`src/rtl/stepdrv_pkg.sv`:
```
package stepdrv_pkg;

    typedef enum logic [1:0] {
        BATT_LITH   = 2'd0,
        BATT_SILVER = 2'd1,
        BATT_EOL    = 2'd2,
        BATT_SPARE  = 2'd3
    } batt_e;

    typedef enum logic [1:0] {
        SEQ_IDLE = 2'd0,
        SEQ_ON   = 2'd1,
        SEQ_GAP  = 2'd2
    } seq_e;

    localparam int CHOP_PERIOD = 8;
    localparam int CHOP_ON     = 6;
    localparam int CHOP_PH_W   = $clog2(CHOP_PERIOD);
    localparam int BURST_LEN   = 4;
    localparam int BURST_CNT_W = $clog2(BURST_LEN);
    localparam int BURST_EVERY = 4;
    localparam int SLOT_W      = $clog2(BURST_EVERY);

    typedef struct packed {
        logic en;
        logic m1;
        logic m2;
    } drive_t;

    // Gate for the coil drive at a given chop phase within a pulse.
    function automatic logic chop_gate(input batt_e mode, input logic [CHOP_PH_W-1:0] phase);
        return (mode != BATT_LITH) || (phase < CHOP_PH_W'(CHOP_ON));
    endfunction

endpackage

```
`src/rtl/stepdrv_timer.sv`:
```
module stepdrv_timer #(
    parameter int CYC_W    = 18,
    parameter int FAST_CYC = 1024,
    parameter int SLOT_W   = 2
) (
    input  logic              clk,
    input  logic              rst,
    input  logic              halt,
    input  logic              fast,
    input  logic [CYC_W-1:0]  cycle_len,
    output logic [SLOT_W-1:0] slot,
    output logic              cycle_start
);
    localparam logic [CYC_W-1:0] FAST_LAST = CYC_W'(FAST_CYC - 1);

    logic [CYC_W-1:0] cyc_cnt;
    logic [CYC_W-1:0] last;

    always_comb begin
        if (fast)                  last = FAST_LAST;
        else if (cycle_len == '0)  last = '0;
        else                       last = cycle_len - 1'b1;
    end

    always_ff @(posedge clk) begin
        if (rst || halt) begin
            cyc_cnt <= '0;
            slot    <= '0;
        end else if (cyc_cnt >= last) begin
            cyc_cnt <= '0;
            slot    <= slot + 1'b1;
        end else begin
            cyc_cnt <= cyc_cnt + 1'b1;
        end
    end

    assign cycle_start = (cyc_cnt == '0) && !halt;

endmodule

```
`src/rtl/stepdrv_seq.sv`:
```
module stepdrv_seq
    import stepdrv_pkg::*;
#(
    parameter int PW_W = 10
) (
    input  logic                 clk,
    input  logic                 rst,
    input  logic                 halt,
    input  logic                 cycle_start,
    input  logic [SLOT_W-1:0]    slot,
    input  batt_e                mode_in,
    input  logic [PW_W-1:0]      width_in,
    output logic                 active,
    output logic [CHOP_PH_W-1:0] phase,
    output logic                 pol,
    output batt_e                mode_q
);
    typedef struct packed {
        seq_e                   st;
        logic [PW_W-1:0]        cnt;
        logic [PW_W-1:0]        wid;
        logic [BURST_CNT_W-1:0] left;
        batt_e                  mode;
        logic                   pol;
    } seq_t;

    seq_t cur, nxt;

    always_comb begin
        nxt = cur;
        unique case (cur.st)
            SEQ_IDLE: begin
                if (cycle_start) begin
                    nxt.mode = mode_in;
                    nxt.wid  = (width_in == '0) ? PW_W'(1) : width_in;
                    nxt.cnt  = '0;
                    if (mode_in == BATT_EOL) begin
                        nxt.left = BURST_CNT_W'(BURST_LEN - 1);
                        if (slot == '0) nxt.st = SEQ_ON;
                    end else begin
                        nxt.left = '0;
                        nxt.st   = SEQ_ON;
                    end
                end
            end
            SEQ_ON: begin
                if (cur.cnt == cur.wid - 1'b1) begin
                    nxt.pol = ~cur.pol;
                    nxt.cnt = '0;
                    nxt.st  = (cur.left != '0) ? SEQ_GAP : SEQ_IDLE;
                end else begin
                    nxt.cnt = cur.cnt + 1'b1;
                end
            end
            SEQ_GAP: begin
                if (cur.cnt == cur.wid - 1'b1) begin
                    nxt.cnt  = '0;
                    nxt.left = cur.left - 1'b1;
                    nxt.st   = SEQ_ON;
                end else begin
                    nxt.cnt = cur.cnt + 1'b1;
                end
            end
            default: nxt.st = SEQ_IDLE;
        endcase
        if (halt) begin
            nxt.st  = SEQ_IDLE;
            nxt.cnt = '0;
        end
    end

    always_ff @(posedge clk) begin
        if (rst) begin
            cur.st   <= SEQ_IDLE;
            cur.cnt  <= '0;
            cur.wid  <= PW_W'(1);
            cur.left <= '0;
            cur.mode <= BATT_SILVER;
            cur.pol  <= 1'b0;
        end else begin
            cur <= nxt;
        end
    end

    assign active = (cur.st == SEQ_ON);
    assign phase  = cur.cnt[CHOP_PH_W-1:0];
    assign pol    = cur.pol;
    assign mode_q = cur.mode;

endmodule

```
`src/rtl/stepdrv_shaper.sv`:
```
module stepdrv_shaper
    import stepdrv_pkg::*;
(
    input  logic                 halt,
    input  logic                 active,
    input  logic [CHOP_PH_W-1:0] phase,
    input  logic                 pol,
    input  batt_e                mode,
    output drive_t               drv
);
    logic fire;

    always_comb begin
        fire   = active && !halt && chop_gate(mode, phase);
        drv.en = !halt;
        drv.m1 = fire && !pol;
        drv.m2 = fire && pol;
    end

endmodule

```
`src/rtl/stepper_pulse_gen.sv`:
```
module stepper_pulse_gen
    import stepdrv_pkg::*;
#(
    parameter int PW_W     = 10,
    parameter int CYC_W    = 18,
    parameter int FAST_CYC = 1024
) (
    input  logic             clk,
    input  logic             rst,
    input  logic             stop_i,
    input  logic             fast_i,
    input  logic [1:0]       batt_mode_i,
    input  logic [PW_W-1:0]  pulse_width_i,
    input  logic [CYC_W-1:0] cycle_len_i,
    output logic             drv_en_o,
    output logic             m1_o,
    output logic             m2_o
);
    logic                 cyc_start;
    logic [SLOT_W-1:0]    slot;
    logic                 seq_active;
    logic [CHOP_PH_W-1:0] seq_phase;
    logic                 seq_pol;
    batt_e                seq_mode;
    drive_t               drv;

    stepdrv_timer #(
        .CYC_W    (CYC_W),
        .FAST_CYC (FAST_CYC),
        .SLOT_W   (SLOT_W)
    ) u_timer (
        .clk         (clk),
        .rst         (rst),
        .halt        (stop_i),
        .fast        (fast_i),
        .cycle_len   (cycle_len_i),
        .slot        (slot),
        .cycle_start (cyc_start)
    );

    stepdrv_seq #(
        .PW_W (PW_W)
    ) u_seq (
        .clk         (clk),
        .rst         (rst),
        .halt        (stop_i),
        .cycle_start (cyc_start),
        .slot        (slot),
        .mode_in     (batt_e'(batt_mode_i)),
        .width_in    (pulse_width_i),
        .active      (seq_active),
        .phase       (seq_phase),
        .pol         (seq_pol),
        .mode_q      (seq_mode)
    );

    stepdrv_shaper u_shaper (
        .halt   (stop_i),
        .active (seq_active),
        .phase  (seq_phase),
        .pol    (seq_pol),
        .mode   (seq_mode),
        .drv    (drv)
    );

    assign drv_en_o = drv.en;
    assign m1_o     = drv.m1;
    assign m2_o     = drv.m2;

endmodule

```
`config.mk`:
```
export PLATFORM = sky130hd
export DESIGN_NAME = stepper_pulse_gen
export DESIGN_NICKNAME = d
export VERILOG_FILES = /design/src/rtl/stepdrv_pkg.sv /design/src/rtl/stepdrv_timer.sv /design/src/rtl/stepdrv_seq.sv /design/src/rtl/stepdrv_shaper.sv /design/src/rtl/stepper_pulse_gen.sv
export SDC_FILE = /design/constraint.sdc
export NUM_CORES = 1
export LEC_CHECK = 0
export ABC_AREA = 1
export BUFFER_PORTS_ARGS = -buffer_cell sky130_fd_sc_hd__buf_2
export CAP_MARGIN = 20
export CORE_UTILIZATION = 60
export DETAILED_ROUTE_END_ITERATION = 8
export PLACE_DENSITY = 0.88
export SETUP_SLACK_MARGIN = 0.2
export SYNTH_ARGS = -nofsm -noshare
export SYNTH_HDL_FRONTEND = slang
export SYNTH_SLANG_ARGS = --single-unit
```
`constraint.sdc`:
```
create_clock -name clk -period 8.19 [get_ports clk]
set_input_delay 1.638 -clock clk [delete_from_list [all_inputs] [get_ports clk]]
set_output_delay 1.638 -clock clk [all_outputs]
set_load 0.02 [all_outputs]
```
# Word level (Yosys, flattened, before mapping)
# Index checks and enable logic that the tools add are counted.
dict set report word_totals {
  out_inout_bits 3
  in_bits 34
  register_bits 47
  word_cells 66
}
dict set report op_classes {
  n_reduce_logical 26
  mux 15
  bitwise_logic 1
  n_addsub 6
  order_cmp 2
  eq_ne 8
}
# cell count
set ops {}
lappend ops {{$logic_not 18->1} 2}
lappend ops {{$mux 18} 2}
lappend ops {{$mux 26} 1}
lappend ops {{$mux 10} 2}
lappend ops {{$pmux 10 s2} 1}
lappend ops {{$add 18x1->18 const B} 1}
lappend ops {{$ge 18x18->1} 1}
lappend ops {{$sub 18x1->18 const B} 1}
lappend ops {{$mux 2} 7}
lappend ops {{$add 10x1->10 const B} 1}
lappend ops {{$eq 10x10->1} 1}
lappend ops {{$logic_not 10->1} 1}
lappend ops {{$sub 10x1->10 const B} 1}
lappend ops {{$reduce_bool 2->1} 4}
lappend ops {{$pmux 2 s3} 1}
lappend ops {{$reduce_and 2->1} 3}
lappend ops {{$reduce_or 2->1} 3}
lappend ops {{$logic_and 1x1->1} 5}
lappend ops {{$eq 2x2->1 const B} 2}
lappend ops {{$logic_not 2->1} 2}
lappend ops {{$ne 2x2->1 const B} 2}
lappend ops {{$pmux 2 s2} 1}
lappend ops {{$reduce_and 4->1} 1}
lappend ops {{$lt 3x3->1 const B} 1}
lappend ops {{other kinds (9)} 11}

# Logic depth before layout (Yosys ltp)
# Gate-level depths: netlist (run 1).
dict set report depth {
  word_depth 5
  depth_mapped 20
  depth_no_buf 19
}

# By module
# A second synthesis (run 1) with hierarchy kept.
dict set report unflattened {
  cells_unflattened 604
  hier_area_um2 3828.7
}
# mod seq_area_each_um2 cells_each instances area_per_inst_um2
set by_module_without_submodules {}
lappend by_module_without_submodules {stepdrv_timer 400.4 326 1 2100.8}
lappend by_module_without_submodules {stepdrv_seq 540.5 267 1 1684.1}
lappend by_module_without_submodules {stepdrv_shaper 0.0 11 1 43.8}

# Worst setup path before layout (run 1)
# OpenSTA, ideal clock, no wires.
dict set report synth_path {
  path_kind {input to register}
  start {input port cycle_len_i[0]}
  end {register u_timer.cyc_cnt[15]}
  path_buffers 2
  setup_time_ns 0.114
  cell_stages 17
  t_arrival_ns 4.130
  required_ns 8.076
  slack_ns 3.946
  path_cell_list {inv_1 -> ha_1 -> inv_1 -> nor3_4 -> nand2_1 -> or2_1 -> nor3_1 -> o21ai_0 -> ha_1 -> nand2_1 -> nor4_1 -> o211ai_1 -> nand4_1 -> or2_1 -> buf_4 -> buf_6 -> nor2_1}
}
dict set report synth_between {
  elab_chain_cells 5
  word_cells_on_any_way 6
  classes_between {1 x add/sub; 1 x order compare; 2 x mux; 2 x reduce/logical}
}
# element line_no
set synth_rtl {}
lappend synth_rtl {{start, declared} stepper_pulse_gen.sv:14} ;# input logic [CYC_W-1:0] cycle_len_i,
lappend synth_rtl {{$sub 18x1->18 or $logic_not 18->1 (tied branches)} {stepdrv_timer.sv:22, stepdrv_timer.sv:21}}
lappend synth_rtl {{$mux 18 (*)} stepdrv_timer.sv:21} ;# else if (cycle_len == '0) last = '0;
lappend synth_rtl {{$mux 18 (*)} stepdrv_timer.sv:20} ;# if (fast) last = FAST_LAST;
lappend synth_rtl {{$ge 18x18->1 (*)} stepdrv_timer.sv:29} ;# end else if (cyc_cnt >= last) begin
lappend synth_rtl {{$reduce_or 2->1 (no line) (*)} -}
lappend synth_rtl {{end signal, assigned} stepdrv_timer.sv:33} ;# cyc_cnt <= cyc_cnt + 1'b1;
lappend synth_rtl {{end, declared} stepdrv_timer.sv:16} ;# logic [CYC_W-1:0] cyc_cnt;
# Mark *: on every way between the ends. The rest lies on a longest branch, timed or not.
# A chain may end at the register's enable or synchronous reset.

# Worst setup path in the final report (run 1)
dict set report layout_path {
  start {input port cycle_len_i[0]}
  end {register u_timer.cyc_cnt[9]}
}
# The elaborated chain is that of the path after synthesis.

==> results.cfg, run 1 <==
[setup_path]
critical_path_arrival_ns = 4.92
critical_path_required_ns = 8.35
end_kind = register
cp_slowest_cell = or2_1
worstRegToRegCells = 9
cp-start-kind = input pin
path_cells = buf_2 -> inv_1 -> nand2_1 -> nor3_2 -> nand3b_1 -> nor3_2 -> inv_1 -> nor3_2 -> xor2_1 -> nand2_1 -> ha_1 -> nand2_1 -> nor4_1 -> o211ai_1 -> nand4_1 -> or2_1 -> a21oi_1
r2r_start = u_timer.cyc_cnt[0]$_SDFF_PP0_
ff2ff_setup_slack_ns = 5.79
crit_type = in2reg
reg2reg_to = u_seq.cur[10]$_SDFFE_PP0P_
slowest_delay_ns = 0.58
crit_fanout = 18

[grt]
met2_usage = 0.4617
grt_use_met1 = 0.3530
top_usage_layer = met2
grt_pass1_wl_um = 14240
grt_max_degree = 24
antenna_found_initial = 0
grt_use_total = 0.2727
grt_pass1_vias = 3390
grt_use_met3 = 0.04270
gr-total-overflow = 0

[timing]
worst_pin_slew_ns = 0.7092
post-route-min-period_ns = 4.753
max_freq_ghz = 0.2104
hold_viol_final = 0
slew_headroom = 0.5255
clock_skew_ns = 0.004080
rsz0062_at_grt = false
period_share = 0.5803
drv_slew = 0
setup_ws_ns = 3.437
finalSetupViolations = 0
tns_ns = 0

[power_and_ir_drop]
leakagePower_nw = 1.835
pwr-share-seq = 0.436
peakVddDrop_v = 0.0001234
power.density_mw_per_mm2 = 139.5
p_int_mw = 0.3684
switching_share = 0.3550
p_switching_mw = 0.2028
p_total_mw = 0.5712
comb_power_share = 0.298
p_clk_frac = 0.266

[place]
dpl_cell_area_mm2 = 0.003995
port_buffers = 36
post-place-ws_ns = 3.178
post-dp-hpwl_um = 6818
placedCellCount = 672
gp_congestion = 0.9614

[min_path]
min_path_type = reg2reg
hold_end = u_seq.mode_q[0]$_SDFFE_PP1P_
whs_path_depth = 2
worstHoldStart = u_seq.mode_q[0]$_SDFFE_PP1P_

[clock_network]
cts_tree = done
clk_pin_slew_ns = 0.09
clock_latency_ns = 0.31
ctsHoldBuffers = 0
cts.sinks = 47
cts-resized-gates = 0
cts-root-buf = clkbuf_8
cts_buffers = 5
htreeDepth = 2
clockBufferDepth = 2
cts_setup_buffers = 0

[status]
run_status = complete, no violations

[floorplan]
io_pins = 37
rows = 28
die_area_mm2 = 0.006613
initial_core_util = 0.6301
core_mm2 = 0.005991
die_width_um = 81.32
chipHeight_um = 81.32

[logic_synthesis]
syn_nets = 633
synth_edf_count = 0
yosysWarnings = 0
yosysTopAreaCell = dfxtp_1
async_flop_share = 0
syn_area_per_cell_um2 = 6.634
synth_cell_types = 43
synth_common_cells = 107 x nand2_1, 81 x nor2_1, 72 x inv_1, 47 x dfxtp_1, 35 x a21oi_1
ys.flop_type = dfxtp_1
yosysMostFrequentCell = nand2_1
post_synth_main_area_contributors = dfxtp_1 25%, nand2_1 11%, ha_1 9.9%
seq_area_frac_synth = 0.2493
ys_ff_latch = 47
synth_cells = 569
synth_top_area_share = 0.2493
netlist_area_mm2 = 0.003775

[route]
first_pass_iters = 5
wl_per_cell_um = 12.60
vias = 3737
drc = 0
wl_um = 8570
antenna_left = 0
drt-vias-per-instance = 5.496
drt_iter0_markers = 209

[finish]
fillCellCount = 502
fin_area_mm2 = 0.004094
syn_to_final_growth_pct = 8.452
fin_cells = 680
layout.nets = 668
n_antenna_cell = 0
drive_gt1_frac = 0.1587

[run]
cap_violations = 0
## area by class of cell
cell class	instances	area [um^2]	share of cell area
inverter	84	315.3	0.07702
timing repair buffer	36	180.2	0.04401
tap	75	93.84	0.02292
clock inverter	2	16.27	0.003973
sequential	47	940.9	0.2298
clock buffer	6	82.58	0.02017
multi-input combinational	430	2465	0.6021
## per-layer routing
| layer | part of all wire | wire length, um | vias to the layer above |
|---|---|---|---|
| li1 | - | - | 1914 |
| met1 | 0.48 | 4071 | 1752 |
| met2 | 0.49 | 4166 | 58 |
| met3 | 0.028 | 240 | 13 |
| met4 | 0.011 | 91 | 0 |
| met5 | 0 | 0 | - |
## state kept, by name, indices dropped and copies added (netlist names)
| signal | flops |
|---|---|
| u_seq.cur | 21 |
| u_seq.phase | 3 |
| u_seq.pol | 1 |
| u_timer.slot | 2 |
| u_seq.mode_q | 2 |
| u_timer.cyc_cnt | 18 |
## placed cells by master (no fill, tap or decap), types with 5 or more instances in the layout
master / Yosys / routed
nor2_2: 7 / 7
nor2_1: 81 / 81
nor4_1: 7 / 7
clkbuf_8: 0 / 6
xor2_1: 16 / 16
a211oi_1: 5 / 5
xnor2_1: 7 / 7
nand4_1: 12 / 12
nor3_1: 13 / 13
dfxtp_1: 47 / 47
o21ai_0: 22 / 22
nand2_1: 107 / 107
inv_2: 11 / 11
nor2_4: 5 / 5
buf_2: 4 / 36
nand3_1: 30 / 30
nand2_2: 13 / 13
ha_1: 30 / 30
a21oi_1: 35 / 35
inv_1: 72 / 72
## logic make-up after synthesis
group                    Yosys count  synth area share
AND/OR/NAND/NOR                  296            0.3732
buffers and inverters             92           0.09778
AO/OA/AOI/OAI                     80            0.1226
flip-flops                        47            0.2493
adder cells (fa/ha/maj)           30           0.09944
XOR/XNOR                          24           0.05767
## worst max path at each step
stage / start / cells past startpoint / slack (ns) / end
6_report: cycle_len_i[0] / 17 / 3.44 / u_timer.cyc_cnt[9]$_SDFF_PP0_
5_1_grt: cycle_len_i[0] / 16 / 3.05 / u_timer.cyc_cnt[9]$_SDFF_PP0_
3_5_place_dp: cycle_len_i[0] / 17 / 3.18 / u_timer.cyc_cnt[15]$_SDFF_PP0_
4_1_cts: cycle_len_i[0] / 17 / 3.50 / u_timer.cyc_cnt[17]$_SDFF_PP0_
3_3_place_gp: cycle_len_i[0] / 16 / 3.42 / u_timer.cyc_cnt[15]$_SDFF_PP0_
2_1_floorplan: cycle_len_i[0] / 17 / 3.95 / u_timer.cyc_cnt[15]$_SDFF_PP0_
## worst max-delay path, delay by kind of cell
kind	cells	cell delay, ns
compound gates	2	0.24
xor+xnor	1	0.19
fa+ha+maj	1	0.30
buf+inv	3	0.35
simple gates	10	2.18
## through the flow
step / hold WS, ns / utilization
after detailed placement: 0.4486 / 0.6669
after CTS: 0.4711 / 0.6834
after global placement: 0.4366 / 0.6669
after global routing: 0.4890 / 0.6834
final: 0.4679 / 0.6834
after floorplan: 0.4206 / -
## power by group through the flow
stage / combinational (mW) / sequential (mW) / clock [mW]
after global placement: 0.160 / 0.254 / 0
final: 0.170 / 0.249 / 0.152
after floorplan: 0.132 / 0.252 / 0
after CTS: 0.168 / 0.249 / 0.155
after detailed placement: 0.167 / 0.254 / 0
after global routing: 0.193 / 0.250 / 0.162
Power figures use the tool's default switching activity.
==> run 2: changes to the inputs <==
Settings changed: CORE_UTILIZATION 60 to 54, PLACE_DENSITY 0.88 to 0.84.
Clock period 8.19 ns to 3.9 ns, I/O delays scaled along.
==> results.cfg, run 2 (synthesized netlist as in run 1, its figures left out) <==
[finish]
fillCellCount = 623
final_common_cell = nand2_1
layout.nets = 671
largest_reg_flops = 21
syn_to_final_growth_pct = 9.579
drive_gt1_frac = 0.1645
regMostFlops = u_seq.cur
n_antenna_cell = 0
multi_input_area_mm2 = 0.002480
seqCellArea_um2 = 940.9
final_cell_mix = 107 x nand2_1, 80 x nor2_1, 72 x inv_1
final_util = 0.6122

[timing]
rsz0062_at_grt = false
finalSetupViolations = 0
drv_slew = 0
slew_headroom = 0.5755
worst_pin_slew_ns = 0.6361
whs_ns = 0.4502
hold_viol_final = 0
tns_ns = 0
period_share = 0.9008
max_freq_ghz = 0.2846
post-route-min-period_ns = 3.513
clock_skew_ns = 0.006217

[setup_path]
crit_fanout = 18
critical_path_required_ns = 4.09
slowest_delay_ns = 0.34
cp-start-kind = input pin
r2r_start = u_timer.cyc_cnt[0]$_SDFF_PP0_
crit_type = in2reg
cp_slowest_cell = nor4_2
crit_start = cycle_len_i[0]
path_cells = buf_2 -> inv_1 -> ha_1 -> inv_1 -> nor3_4 -> nand2_1 -> or2_1 -> nor3_1 -> o21ai_0 -> ha_1 -> nand2_1 -> nor4_2 -> o211ai_1 -> nand4_1 -> or2_1 -> buf_12 -> nor3_1
crit_family = simple AND/OR/NAND/NOR gates
crit_buf_inv = 4
critical_path_arrival_ns = 3.70
end_kind = register

[grt]
grt_pass1_vias = 3384
grt_pass1_wl_um = 14150
grt_max_degree = 24
gr-total-overflow = 0
grt_use_total = 0.2362
antenna_found_initial = 0

[place]
post-dp-hpwl_um = 6754
port_buffers = 36
gp_congestion = 0.9300

[floorplan]
io_pins = 37
core_mm2 = 0.006756
die_width_um = 85.61
die_area_mm2 = 0.007329
initial_core_util = 0.5587
rows = 30
chipHeight_um = 85.61

[clock_network]
ctsHoldBuffers = 0
cts_buffers = 5
clockBufferDepth = 2
clock_latency_ns = 0.31
cts-root-buf = clkbuf_8
htreeDepth = 2
cts.sinks = 47
clk_pin_slew_ns = 0.08
cts_tree = done

[power_and_ir_drop]
p_total_mw = 1.176
leakagePower_nw = 1.852
power.density_mw_per_mm2 = 284.3
peakVddDrop_v = 0.0001757

[route]
drt_iter0_markers = 265
antenna_left = 0
drt-vias-per-instance = 5.417
drc = 0
wl_per_cell_um = 12.27
vias = 3727
first_pass_iters = 5
wl_um = 8442

[status]
run_status = complete, no violations

[run]
cap_violations = 0

[min_path]
min_path_type = reg2reg
worstHoldStart = u_seq.mode_q[1]$_SDFFE_PP0P_
-- run 2: timing repair --
action,in CTS,in global routing
gates resized for setup,0,3
endpoints found under the hold margin,0,0
setup buffers,0,1
setup endpoints to repair,0,19
-- run 2: area by class of cell --
| type | count | area share |
|---|---|---|
| Clock buffer | 6 | 0.01754 |
| Clock inverter | 2 | 0.003025 |
| Inverter | 84 | 0.07622 |
| Multi-Input combinational cell | 430 | 0.5995 |
| Sequential cell | 47 | 0.2275 |
| Tap cell | 80 | 0.02420 |
| Timing Repair Buffer | 39 | 0.05203 |
-- run 2: per-stage QoR --
stage	area, um^2	worst slack, ns	cells
floorplan	3775	0.5139	569
global placement	4029	0.2766	679
detailed placement	4029	0.04469	679
CTS	4114	0.3716	687
global route	4136	0.1486	688
finish	4136	0.3868	688
-- run 2: routing by layer --
metal | share of wire | track usage | vias up
li1 | - | - | 1935
met1 | 0.46 | 0.2941 | 1672
met2 | 0.48 | 0.4138 | 102
met3 | 0.042 | 0.03561 | 18
met4 | 0.019 | 0.08485 | 0
met5 | 0 | 0 | -
-- run 2: worst min-delay path, cell delays in order, from the launching register on --
cell and delay, ns:
dfxtp_1 0.32, inv_1 0.05, a21oi_1 0.05
-- run 2: where the power goes --
group / switching, mW / leakage [nW] / internal (mW) / total, mW
logic: 0.234 / 1.43 / 0.128 / 0.361
clock network: 0.166 / 0.0412 / 0.125 / 0.291
registers: 0.0210 / 0.382 / 0.503 / 0.524
total: 0.420 / 1.85 / 0.756 / 1.18
-- run 2: final timing paths --
kind / to / slack [ns] / depth (start not counted)
worst max-delay path: u_timer.cyc_cnt[5]$_SDFF_PP0_ / 0.39 / 17
worst min-delay path: u_seq.mode_q[1]$_SDFFE_PP0P_ / 0.45 / 2
worst max register to register: u_seq.cur[11]$_SDFFE_PP0P_ / 1.56 / 9
worst min register to register: u_seq.mode_q[1]$_SDFFE_PP0P_ / 0.45 / 2
==> run 3: changes to the inputs <==
Settings changed: BUFFER_PORTS_ARGS -buffer_cell sky130_fd_sc_hd__buf_2 to unset, CORE_UTILIZATION 54 to 58, DONT_BUFFER_PORTS set to 1, PLACE_DENSITY 0.84 to 0.83.
==> results.cfg, run 3 (synthesized netlist as in run 1, its figures left out) <==
[power_and_ir_drop]
peakVddDrop_v = 0.0003798
pwr-share-seq = 0.411
p_int_mw = 0.8735
switching_share = 0.3132
p_switching_mw = 0.3983
leakagePower_nw = 1.717
power.density_mw_per_mm2 = 320.2
comb_power_share = 0.255
p_clk_frac = 0.334
p_total_mw = 1.272

[grt]
grt_pass1_vias = 3196
antenna_found_initial = 0
grt_pass1_wl_um = 13600
grt_max_degree = 24
gr-total-overflow = 0
grt_use_total = 0.2569

[route]
antenna_left = 0
first_pass_iters = 5
drt_iter0_markers = 210
vias = 3523
wl_um = 7933
wl_met2_um = 3770
drc = 0
wl_met1_um = 3779
wl_per_cell_um = 12.24
drt-vias-per-instance = 5.437
wl_met3_um = 314
highest_layer = met4

[timing]
finalSetupViolations = 0
clock_skew_ns = 0.006436
rsz0062_at_grt = false
setup_ws_ns = 0.4651
hold_viol_final = 0
max_freq_ghz = 0.2911
tns_ns = 0
period_share = 0.8807
post-route-min-period_ns = 3.435
slew_headroom = 0.5543
worst_pin_slew_ns = 0.6661
drv_slew = 0

[setup_path]
slowest_delay_ns = 0.34
crit_buf_inv = 4
critical_path_arrival_ns = 3.67
cp-start-kind = input pin
cp_slowest_cell = nor2_1
crit_type = in2reg
crit_fanout = 18
path_cells = inv_1 -> ha_1 -> nor3b_1 -> nand4_1 -> inv_1 -> nor2_1 -> a21boi_0 -> o21ai_0 -> ha_1 -> nand2_1 -> inv_1 -> nor2_1 -> o21ai_0 -> a21oi_1 -> nand4_1 -> or2_1 -> buf_4 -> a21oi_1
crit_family = simple AND/OR/NAND/NOR gates
path_common_cell = inv_1
end_kind = register
critical_path_required_ns = 4.13

[finish]
final_common_cell = nand2_1
fin_cells = 648
syn_to_final_growth_pct = 5.204
regMostFlops = u_seq.cur
largest_reg_flops = 21
final_cell_mix = 107 x nand2_1, 81 x nor2_1, 72 x inv_1
drive_gt1_frac = 0.1086
layout.nets = 634
fin_area_mm2 = 0.003971
n_antenna_cell = 0

[floorplan]
rows = 29
io_pins = 37
core_mm2 = 0.006314
chipHeight_um = 82.68
initial_core_util = 0.5979
die_area_mm2 = 0.006835
die_width_um = 82.68

[clock_network]
clockBufferDepth = 2
ctsHoldBuffers = 0
cts-root-buf = clkbuf_8
clk_pin_slew_ns = 0.08
cts_tree = done
cts_setup_buffers = 0
htreeDepth = 2
cts_buffers = 5
cts-resized-gates = 0
clock_latency_ns = 0.31
cts.sinks = 47

[place]
dpl_cell_area_mm2 = 0.003832
placedCellCount = 640
port_buffers = 0
gp_congestion = 0.8566
post-dp-hpwl_um = 6358
post-place-ws_ns = 0.1899

[min_path]
min_path_type = reg2reg

[run]
cap_violations = 0

[status]
run_status = complete, no violations
## run 3: worst paths after layout
check	end	depth (start not counted)	startpoint	slack [ns]
max	u_timer.cyc_cnt[8]$_SDFF_PP0_	18	cycle_len_i[0]	0.47
max reg2reg	u_seq.cur[14]$_SDFFE_PP0P_	9	u_timer.cyc_cnt[0]$_SDFF_PP0_	1.57
min	u_seq.mode_q[1]$_SDFFE_PP0P_	2	u_seq.mode_q[1]$_SDFFE_PP0P_	0.45
min reg2reg	u_seq.mode_q[1]$_SDFFE_PP0P_	2	u_seq.mode_q[1]$_SDFFE_PP0P_	0.45
## run 3: metrics by stage
| stage | hold WS (ns) | utilization |
|---|---|---|
| after floorplan | 0.4206 | - |
| after global placement | 0.4306 | 0.6070 |
| after detailed placement | 0.4370 | 0.6070 |
| after CTS | 0.4499 | 0.6280 |
| after global routing | 0.4956 | 0.6290 |
| final | 0.4494 | 0.6290 |
## run 3: tightest hold or removal path, stage by stage (launching register included)
cell and delay [ns]:
dfxtp_1 0.32, inv_1 0.05, a21oi_1 0.05
## run 3: routing by layer
metal | global-route usage | vias to the layer above
met2 | 0.4230 | 51
met3 | 0.07033 | 7
met1 | 0.3331 | 1611
met5 | 0 | -
met4 | 0.05517 | 0
li1 | - | 1854
## run 3: final cells by class
type	instances	area (um^2)
Clock buffer	6	72.57
Clock inverter	2	60.06
Fill cell	559	2342
Inverter	84	315.3
Multi-Input combinational cell	430	2471
Sequential cell	47	940.9
Tap cell	77	96.34
Timing Repair Buffer	2	15.01
## run 3: power groups by stage
stage          clock (mW)  combinational [mW]  sequential (mW)
5_1_grt             0.452               0.373            0.527
4_1_cts             0.431               0.323            0.523
6_report            0.425               0.324            0.523
2_1_floorplan           0               0.277            0.529
3_3_place_gp            0               0.311            0.533
3_5_place_dp            0               0.319            0.534
